`src/rtl/sdreq_pkg.sv`:
```
package sdreq_pkg;

    typedef enum logic [2:0] {
        RS_IDLE,
        RS_START,
        RS_CHAN,
        RS_HOLD,
        RS_GAP1,
        RS_GAP2A,
        RS_GAP2B
    } req_state_t;

    typedef enum logic {
        GS_FREE,
        GS_OWNED
    } gnt_state_t;

endpackage

```
`src/rtl/sdreq_sync.sv`:
```
module sdreq_sync #(
    parameter int W      = 8,
    parameter int STAGES = 2
) (
    input  logic         clk,
    input  logic         rst_n,
    input  logic [W-1:0] din,
    output logic [W-1:0] dout
);

    logic [W-1:0] stage [STAGES];

    always_ff @(posedge clk or negedge rst_n) begin
        if (!rst_n) begin
            stage[0] <= '0;
        end else begin
            stage[0] <= din;
        end
    end

    generate
        for (genvar k = 1; k < STAGES; k++) begin : g_stage
            always_ff @(posedge clk or negedge rst_n) begin
                if (!rst_n) begin
                    stage[k] <= '0;
                end else begin
                    stage[k] <= stage[k-1];
                end
            end
        end
    endgenerate

    assign dout = stage[STAGES-1];

endmodule

```
`src/rtl/sdreq_grant_track.sv`:
```
module sdreq_grant_track
    import sdreq_pkg::*;
#(
    parameter int NCH = 8,
    parameter int CHW = $clog2(NCH)
) (
    input  logic           clk,
    input  logic           rst_n,
    input  logic [NCH-1:0] pend,
    input  logic           gnt_n,
    input  logic [CHW-1:0] gnt_chan,
    output gnt_state_t     gstate,
    output logic           drop_evt
);

    gnt_state_t     gnext;
    logic [CHW-1:0] own_ch;
    logic [CHW-1:0] own_next;

    // state register
    always_ff @(posedge clk or negedge rst_n) begin
        if (!rst_n) begin
            gstate <= GS_FREE;
            own_ch <= '0;
        end else begin
            gstate <= gnext;
            own_ch <= own_next;
        end
    end

    // next state
    always_comb begin
        gnext    = gstate;
        own_next = own_ch;
        unique case (gstate)
            GS_FREE: begin
                if (!gnt_n && pend[gnt_chan]) begin
                    gnext    = GS_OWNED;
                    own_next = gnt_chan;
                end
            end
            GS_OWNED: begin
                if (!pend[own_ch]) begin
                    gnext = GS_FREE;
                end
            end
            default: gnext = GS_FREE;
        endcase
    end

    // outputs
    always_comb begin
        drop_evt = 1'b0;
        unique case (gstate)
            GS_FREE:  drop_evt = 1'b0;
            GS_OWNED: drop_evt = !pend[own_ch];
            default:  drop_evt = 1'b0;
        endcase
    end

endmodule

```
`src/rtl/sdreq_frame_tx.sv`:
```
module sdreq_frame_tx
    import sdreq_pkg::*;
#(
    parameter int NCH = 8,
    parameter int CHW = $clog2(NCH)
) (
    input  logic           clk,
    input  logic           rst_n,
    input  logic [NCH-1:0] pend,
    input  logic           drop_evt,
    output req_state_t     rstate,
    output logic [CHW-1:0] idx,
    output logic [NCH-1:0] sent,
    output logic           drop_pend,
    output logic           req_n
);

    localparam logic [CHW-1:0] LAST = CHW'(NCH - 1);

    req_state_t     nstate;
    logic [CHW-1:0] nidx;
    logic [NCH-1:0] nsent;
    logic           ndrop;

    // state register
    always_ff @(posedge clk or negedge rst_n) begin
        if (!rst_n) begin
            rstate    <= RS_IDLE;
            idx       <= '0;
            sent      <= '0;
            drop_pend <= 1'b0;
        end else begin
            rstate    <= nstate;
            idx       <= nidx;
            sent      <= nsent;
            drop_pend <= ndrop;
        end
    end

    // next state
    always_comb begin
        nstate = rstate;
        nidx   = idx;
        nsent  = sent;
        ndrop  = drop_pend | drop_evt;
        unique case (rstate)
            RS_IDLE: begin
                ndrop = 1'b0;
                if (|pend) begin
                    nstate = RS_START;
                    nsent  = pend;
                end
            end
            RS_START: begin
                nstate = RS_CHAN;
                nidx   = '0;
            end
            RS_CHAN: begin
                if (idx == LAST) begin
                    nstate = RS_HOLD;
                end else begin
                    nidx = idx + 1'b1;
                end
            end
            RS_HOLD: begin
                if (drop_pend || drop_evt) begin
                    nstate = RS_GAP2A;
                    ndrop  = 1'b0;
                end else if (pend != sent) begin
                    nstate = RS_GAP1;
                end
            end
            RS_GAP2A: begin
                nstate = RS_GAP2B;
            end
            RS_GAP1, RS_GAP2B: begin
                if (|pend) begin
                    nstate = RS_START;
                    nsent  = pend;
                end else begin
                    nstate = RS_IDLE;
                end
            end
            default: nstate = RS_IDLE;
        endcase
    end

    // outputs
    always_comb begin
        req_n = 1'b1;
        unique case (rstate)
            RS_IDLE, RS_GAP1, RS_GAP2A, RS_GAP2B: req_n = 1'b1;
            RS_START, RS_HOLD:                    req_n = 1'b0;
            RS_CHAN:                              req_n = ~sent[idx];
            default:                              req_n = 1'b1;
        endcase
    end

endmodule

```
`src/rtl/serial_dreq_encoder.sv`:
```
module serial_dreq_encoder
    import sdreq_pkg::*;
#(
    parameter int NCH         = 8,
    parameter int CHW         = $clog2(NCH),
    parameter int CASCADE     = 4,
    parameter int SYNC_STAGES = 2
) (
    input  logic           clk,
    input  logic           rst_n,
    input  logic [NCH-1:0] dreq,
    input  logic           gnt_n,
    input  logic [CHW-1:0] gnt_chan,
    output logic           req_n
);

    localparam logic [NCH-1:0] CH_MASK = ~(NCH'(1) << CASCADE);

    logic [NCH-1:0] dreq_sync;
    logic [NCH-1:0] pend_set;
    logic [NCH-1:0] sent_set;
    logic [CHW-1:0] chan_idx;
    logic           drop_evt;
    logic           drop_pend;
    req_state_t     rstate;
    gnt_state_t     gstate;

    sdreq_sync #(
        .W      (NCH),
        .STAGES (SYNC_STAGES)
    ) i_sync (
        .clk   (clk),
        .rst_n (rst_n),
        .din   (dreq),
        .dout  (dreq_sync)
    );

    assign pend_set = dreq_sync & CH_MASK;

    sdreq_grant_track #(
        .NCH (NCH),
        .CHW (CHW)
    ) i_grant (
        .clk      (clk),
        .rst_n    (rst_n),
        .pend     (pend_set),
        .gnt_n    (gnt_n),
        .gnt_chan (gnt_chan),
        .gstate   (gstate),
        .drop_evt (drop_evt)
    );

    sdreq_frame_tx #(
        .NCH (NCH),
        .CHW (CHW)
    ) i_tx (
        .clk       (clk),
        .rst_n     (rst_n),
        .pend      (pend_set),
        .drop_evt  (drop_evt),
        .rstate    (rstate),
        .idx       (chan_idx),
        .sent      (sent_set),
        .drop_pend (drop_pend),
        .req_n     (req_n)
    );

endmodule

```
`config.mk`:
```
export PLATFORM = sky130hd
export DESIGN_NAME = serial_dreq_encoder
export DESIGN_NICKNAME = d
export VERILOG_FILES = /design/src/rtl/sdreq_pkg.sv /design/src/rtl/sdreq_sync.sv /design/src/rtl/sdreq_grant_track.sv /design/src/rtl/sdreq_frame_tx.sv /design/src/rtl/serial_dreq_encoder.sv
export SDC_FILE = /design/constraint.sdc
export NUM_CORES = 1
export LEC_CHECK = 0
export BUFFER_PORTS_ARGS = -buffer_cell sky130_fd_sc_hd__buf_2
export CAP_MARGIN = 5
export CELL_PAD_IN_SITES_DETAIL_PLACEMENT = 1
export CELL_PAD_IN_SITES_GLOBAL_PLACEMENT = 2
export CORE_MARGIN = 2
export CORE_UTILIZATION = 39
export DETAILED_ROUTE_END_ITERATION = 10
export PLACE_DENSITY = 0.82
export SLEW_MARGIN = 20
export SYNTH_ARGS = -nofsm -noshare
export SYNTH_HDL_FRONTEND = slang
export SYNTH_SLANG_ARGS = --single-unit
```
`constraint.sdc`:
```
create_clock -name clk -period 1.93 [get_ports clk]
set_input_delay 0.0965 -clock clk [delete_from_list [all_inputs] [get_ports clk]]
set_output_delay 0.0965 -clock clk [all_outputs]
set_load 0.05 [all_outputs]
```
==> summary.md <==
| Metric | Value |
|---|---|
| Status | `completed` |
| Die height | `between 60 and 70 microns` |
| Clk slew on worst S/H paths | `roughly 70 ps` |
| Reg2Reg Depth | `4` |
| Starting Density | `between 40% and 50%` |
| Vias per inst | `5.18` |
| Switching power | `between 1 and 1.5 mW` |
| RSZ-0062 raised after global routing | `no` |
| Cells after Synth | `117` |
| Crit path to | `i_tx.sent[0]` |
| # DRC | `0` |
| Clk_lat worst skew | `around 290 ps` |
| Core area | `about 3700 sq um` |
| Worst min-delay path category | `in -> reg` |
| Final net count | `164` |
| Largest net degree at the start of global routing | `33` |
| Count of pins over their slew limit | `0` |
| Filler-free cell count of the finished design | `just under 200` |
| Leakage | `just over 0.8 nW` |
| HPWL Detailed | `between 2 and 2.5 mm` |
| Storage cell area | `802 sq um` |
| WL final | `3.06 mm` |
| Synth Register Bits | `32` |
| Critical path capture point type | `flip-flop` |
| Synth Warn # | `0` |
| Largest family of logic cells by synthesized area | `multiplexers` |
| Flop-to-flop setup slack | `about 110 ps` |
| WL per Instance | `15.5 microns` |
| Vias | `roughly 1000` |
| Vias in the first global route | `~1100` |
| Worst r2r src | `i_sync.dout[2]` |
| Pre-antenna DRT Iters | `4` |
| Multi-input gate area | `698 sq um` |
| Syn_area_per_cell | `12.9 sq um` |
| Reg2reg end | `i_tx.sent[0]` |
| Yosys cell types | `38` |
| TritonCTS clock tree | `done` |
| Synth Area in Adders | `under 10%` |
| Main synth FF type | `dfrtp_1` |
| Arrival @ worst endpoint | `2000 ps` |
| CTS buffer count | `5` |
| Critical Path Start | `i_sync.dout[2]` |
| XOR/XNOR Fraction of Synth Area | `under 10%` |
| Sw Ratio | `between 30% and 40%` |
| 1st-iter DRT viols | `33` |
| Post-synth EDFFs | `0` |
| Grt total ovfl | `0` |
| Port Buffers | `13` |
| Initial antenna violation count | `0` |
| CP max FO | `7` |
| Row count | `22` |
| CTS root buffer | `clkbuf_8` |
| Post-synthesis cell area | `between 1500 and 2000 sq um` |
| Compound-Gate Fraction of Synth Area | `10.6%` |
| Setup TNS | `0 ps` |
| Reported max-cap violation count | `0` |
| Sequential share of power | `39.3%` |
| Logic pwr share | `approximately 39%` |
| Final setup vio count | `0` |
| DIE WIDTH | `66.1 microns` |
| Synth-to-Final Area Change | `23.5%` |
| Pwr per Cell Area | `around 1600 nW/um^2` |
| Setup CP Type | `reg -> reg` |
| Ys async rst share | `100%` |
| H-tree Lvls | `2` |
| Post-route ant nets | `0` |
| Tot GR Track Use | `between 10% and 20%` |
| GPL Wtd Cong | `between 0.7 and 0.8` |
| Mux cell area share after synthesis | `16.1%` |
| Max Buffers Root-to-Sink | `2` |
| Peak supply drop | `just under 0.7 mV` |
| Internal power | `~1.9 mW` |
| Min Clock Period, post-route | `1820 ps` |
| Placed Cells | `~180` |
| # IOs | `15` |
| Slew HR | `53.4%` |
| FMAX | `around 550 MHz` |
| Final Hold Vio Count | `0` |
| Tightest Pin Transition | `about 700 ps` |
| Worst Skew | `6.08 ps` |
| Worst hold start | `gnt_chan[2]` |
| First-pass GRT wire length | `between 5 and 6 mm` |
| WP data required | `roughly 2100 ps` |
| Net count after synthesis | `between 100 and 150` |
| Post-Route Utilization | `50.3%` |
| Die area | `roughly 4400 sq um` |
| Simple-gate share of the synthesized area | `between 10% and 20%` |
| N_diodes | `0` |
| Register area share after synthesis | `53.2%` |
| Fraction of layout cells with a size suffix above 1 | `between 20% and 30%` |
| Final hold slack | `~74 ps` |
| Fin crit share | `94.4%` |
| Startpoint types | `flip-flop` |
| CTS sink count | `32` |
| Clock power share | `roughly a fifth` |
| Filler Cell Count | `around 400` |
timing repair:
item | CTS | global route
buffers inserted | 0 | 2
hold buffers | 8 | 0
pin swaps | 0 | 0
endpoints found under the hold margin | 39 | 0
resized for setup | 1 | 2
setup endpoints to repair | 1 | 1
metal layers:
layer	wire length [microns]	up-vias	track usage [%]
li1	-	487	-
met1	1360	510	19.7
met5	0	-	0
met3	105	4	4.60
met4	43	0	7.65
met2	1550	20	27.8
logic make-up (layout without fill, tap and decap cells):
group | count (synthesis) | in the layout
flip-flops | 32 | 32
AND/OR/NAND/NOR | 32 | 32
AO/OA/AOI/OAI | 22 | 22
multiplexers | 17 | 17
XOR/XNOR | 8 | 8
buffers and inverters | 4 | 36
adder cells (fa/ha/maj) | 2 | 2
sequential cells by signal, indices dropped and copies added (netlist names):
register / flops
i_grant.gstate: 1
i_grant.own_ch: 3
i_sync.dout: 7
i_sync.stage: 7
i_tx.drop_pend: 1
i_tx.idx: 3
i_tx.rstate: 3
i_tx.sent: 7
area by class of cell:
type	instances	area share, %
clock buffer	6	3.91
sequential	32	43.2
clock inverter	2	1.89
inverter	3	0.606
timing repair buffer	25	9.57
tap	48	3.23
multi-input combinational	81	37.6
cell usage after synthesis (2+ instances only):
cell type / number / area share, %
nand2b_1: 3 / 1.2
nor4_1: 2 / 0.83
nand3_1: 3 / 1.0
inv_1: 3 / 0.75
nand2_1: 13 / 3.2
nor2_1: 3 / 0.75
dfrtp_1: 32 / 53
a21oi_1: 4 / 1.3
nor3b_1: 2 / 1.0
mux2i_1: 2 / 1.3
a311oi_1: 2 / 1.2
mux2_4: 7 / 7.0
mux2_2: 4 / 3.0
mux2_1: 2 / 1.5
o21ai_0: 5 / 1.7
ha_1: 2 / 1.7
xor2_1: 7 / 4.1
worst min-delay path by stage:
stage | to | cells after the start
after global placement | i_grant.gstate | 1
final | i_grant.own_ch[2] | 2
after floorplan | i_grant.gstate | 0
after detailed placement | i_tx.drop_pend | 1
after global routing | i_grant.own_ch[2] | 2
after CTS | i_grant.own_ch[2] | 2
stage by stage:
stage	total power [mW]	setup WS [ps]	instance area, sq um
4_1_cts	2.94	45.0	1830
3_5_place_dp	2.27	108	1640
2_1_floorplan	2.00	242	1510
5_1_grt	3.17	34.8	1860
6_report	2.96	107	1860
3_3_place_gp	2.22	135	1640
layout by cell type, fill, tap and decap left out, types with 2 or more instances in the layout:
cell type	instances
nor2_1	3
buf_2	12
mux2i_1	2
dfrtp_1	31
mux2_4	7
mux2_2	4
buf_4	5
mux2_1	2
nand2_1	13
ha_1	2
nor4_1	2
nand2b_1	3
a21oi_1	3
xor2_1	7
nor3b_1	2
dlygate4sd3_1	8
inv_1	3
clkbuf_8	5
nand3_1	3
o21ai_0	5
worst max-delay path, cell delays in order (launching register included):
cell and delay, ps:
dfrtp_1 440, or4_4 560, nor4_4 240, nor3_4 130, mux2_4 330
power by group through the flow:
stage / clock (mW) / sequential (mW) / combinational, mW
final: 0.633 / 1.16 / 1.17
after CTS: 0.647 / 1.17 / 1.13
after floorplan: 0 / 1.07 / 0.928
after detailed placement: 0 / 1.18 / 1.09
after global routing: 0.667 / 1.21 / 1.30
after global placement: 0 / 1.16 / 1.06
Power figures use the tool's default switching activity.
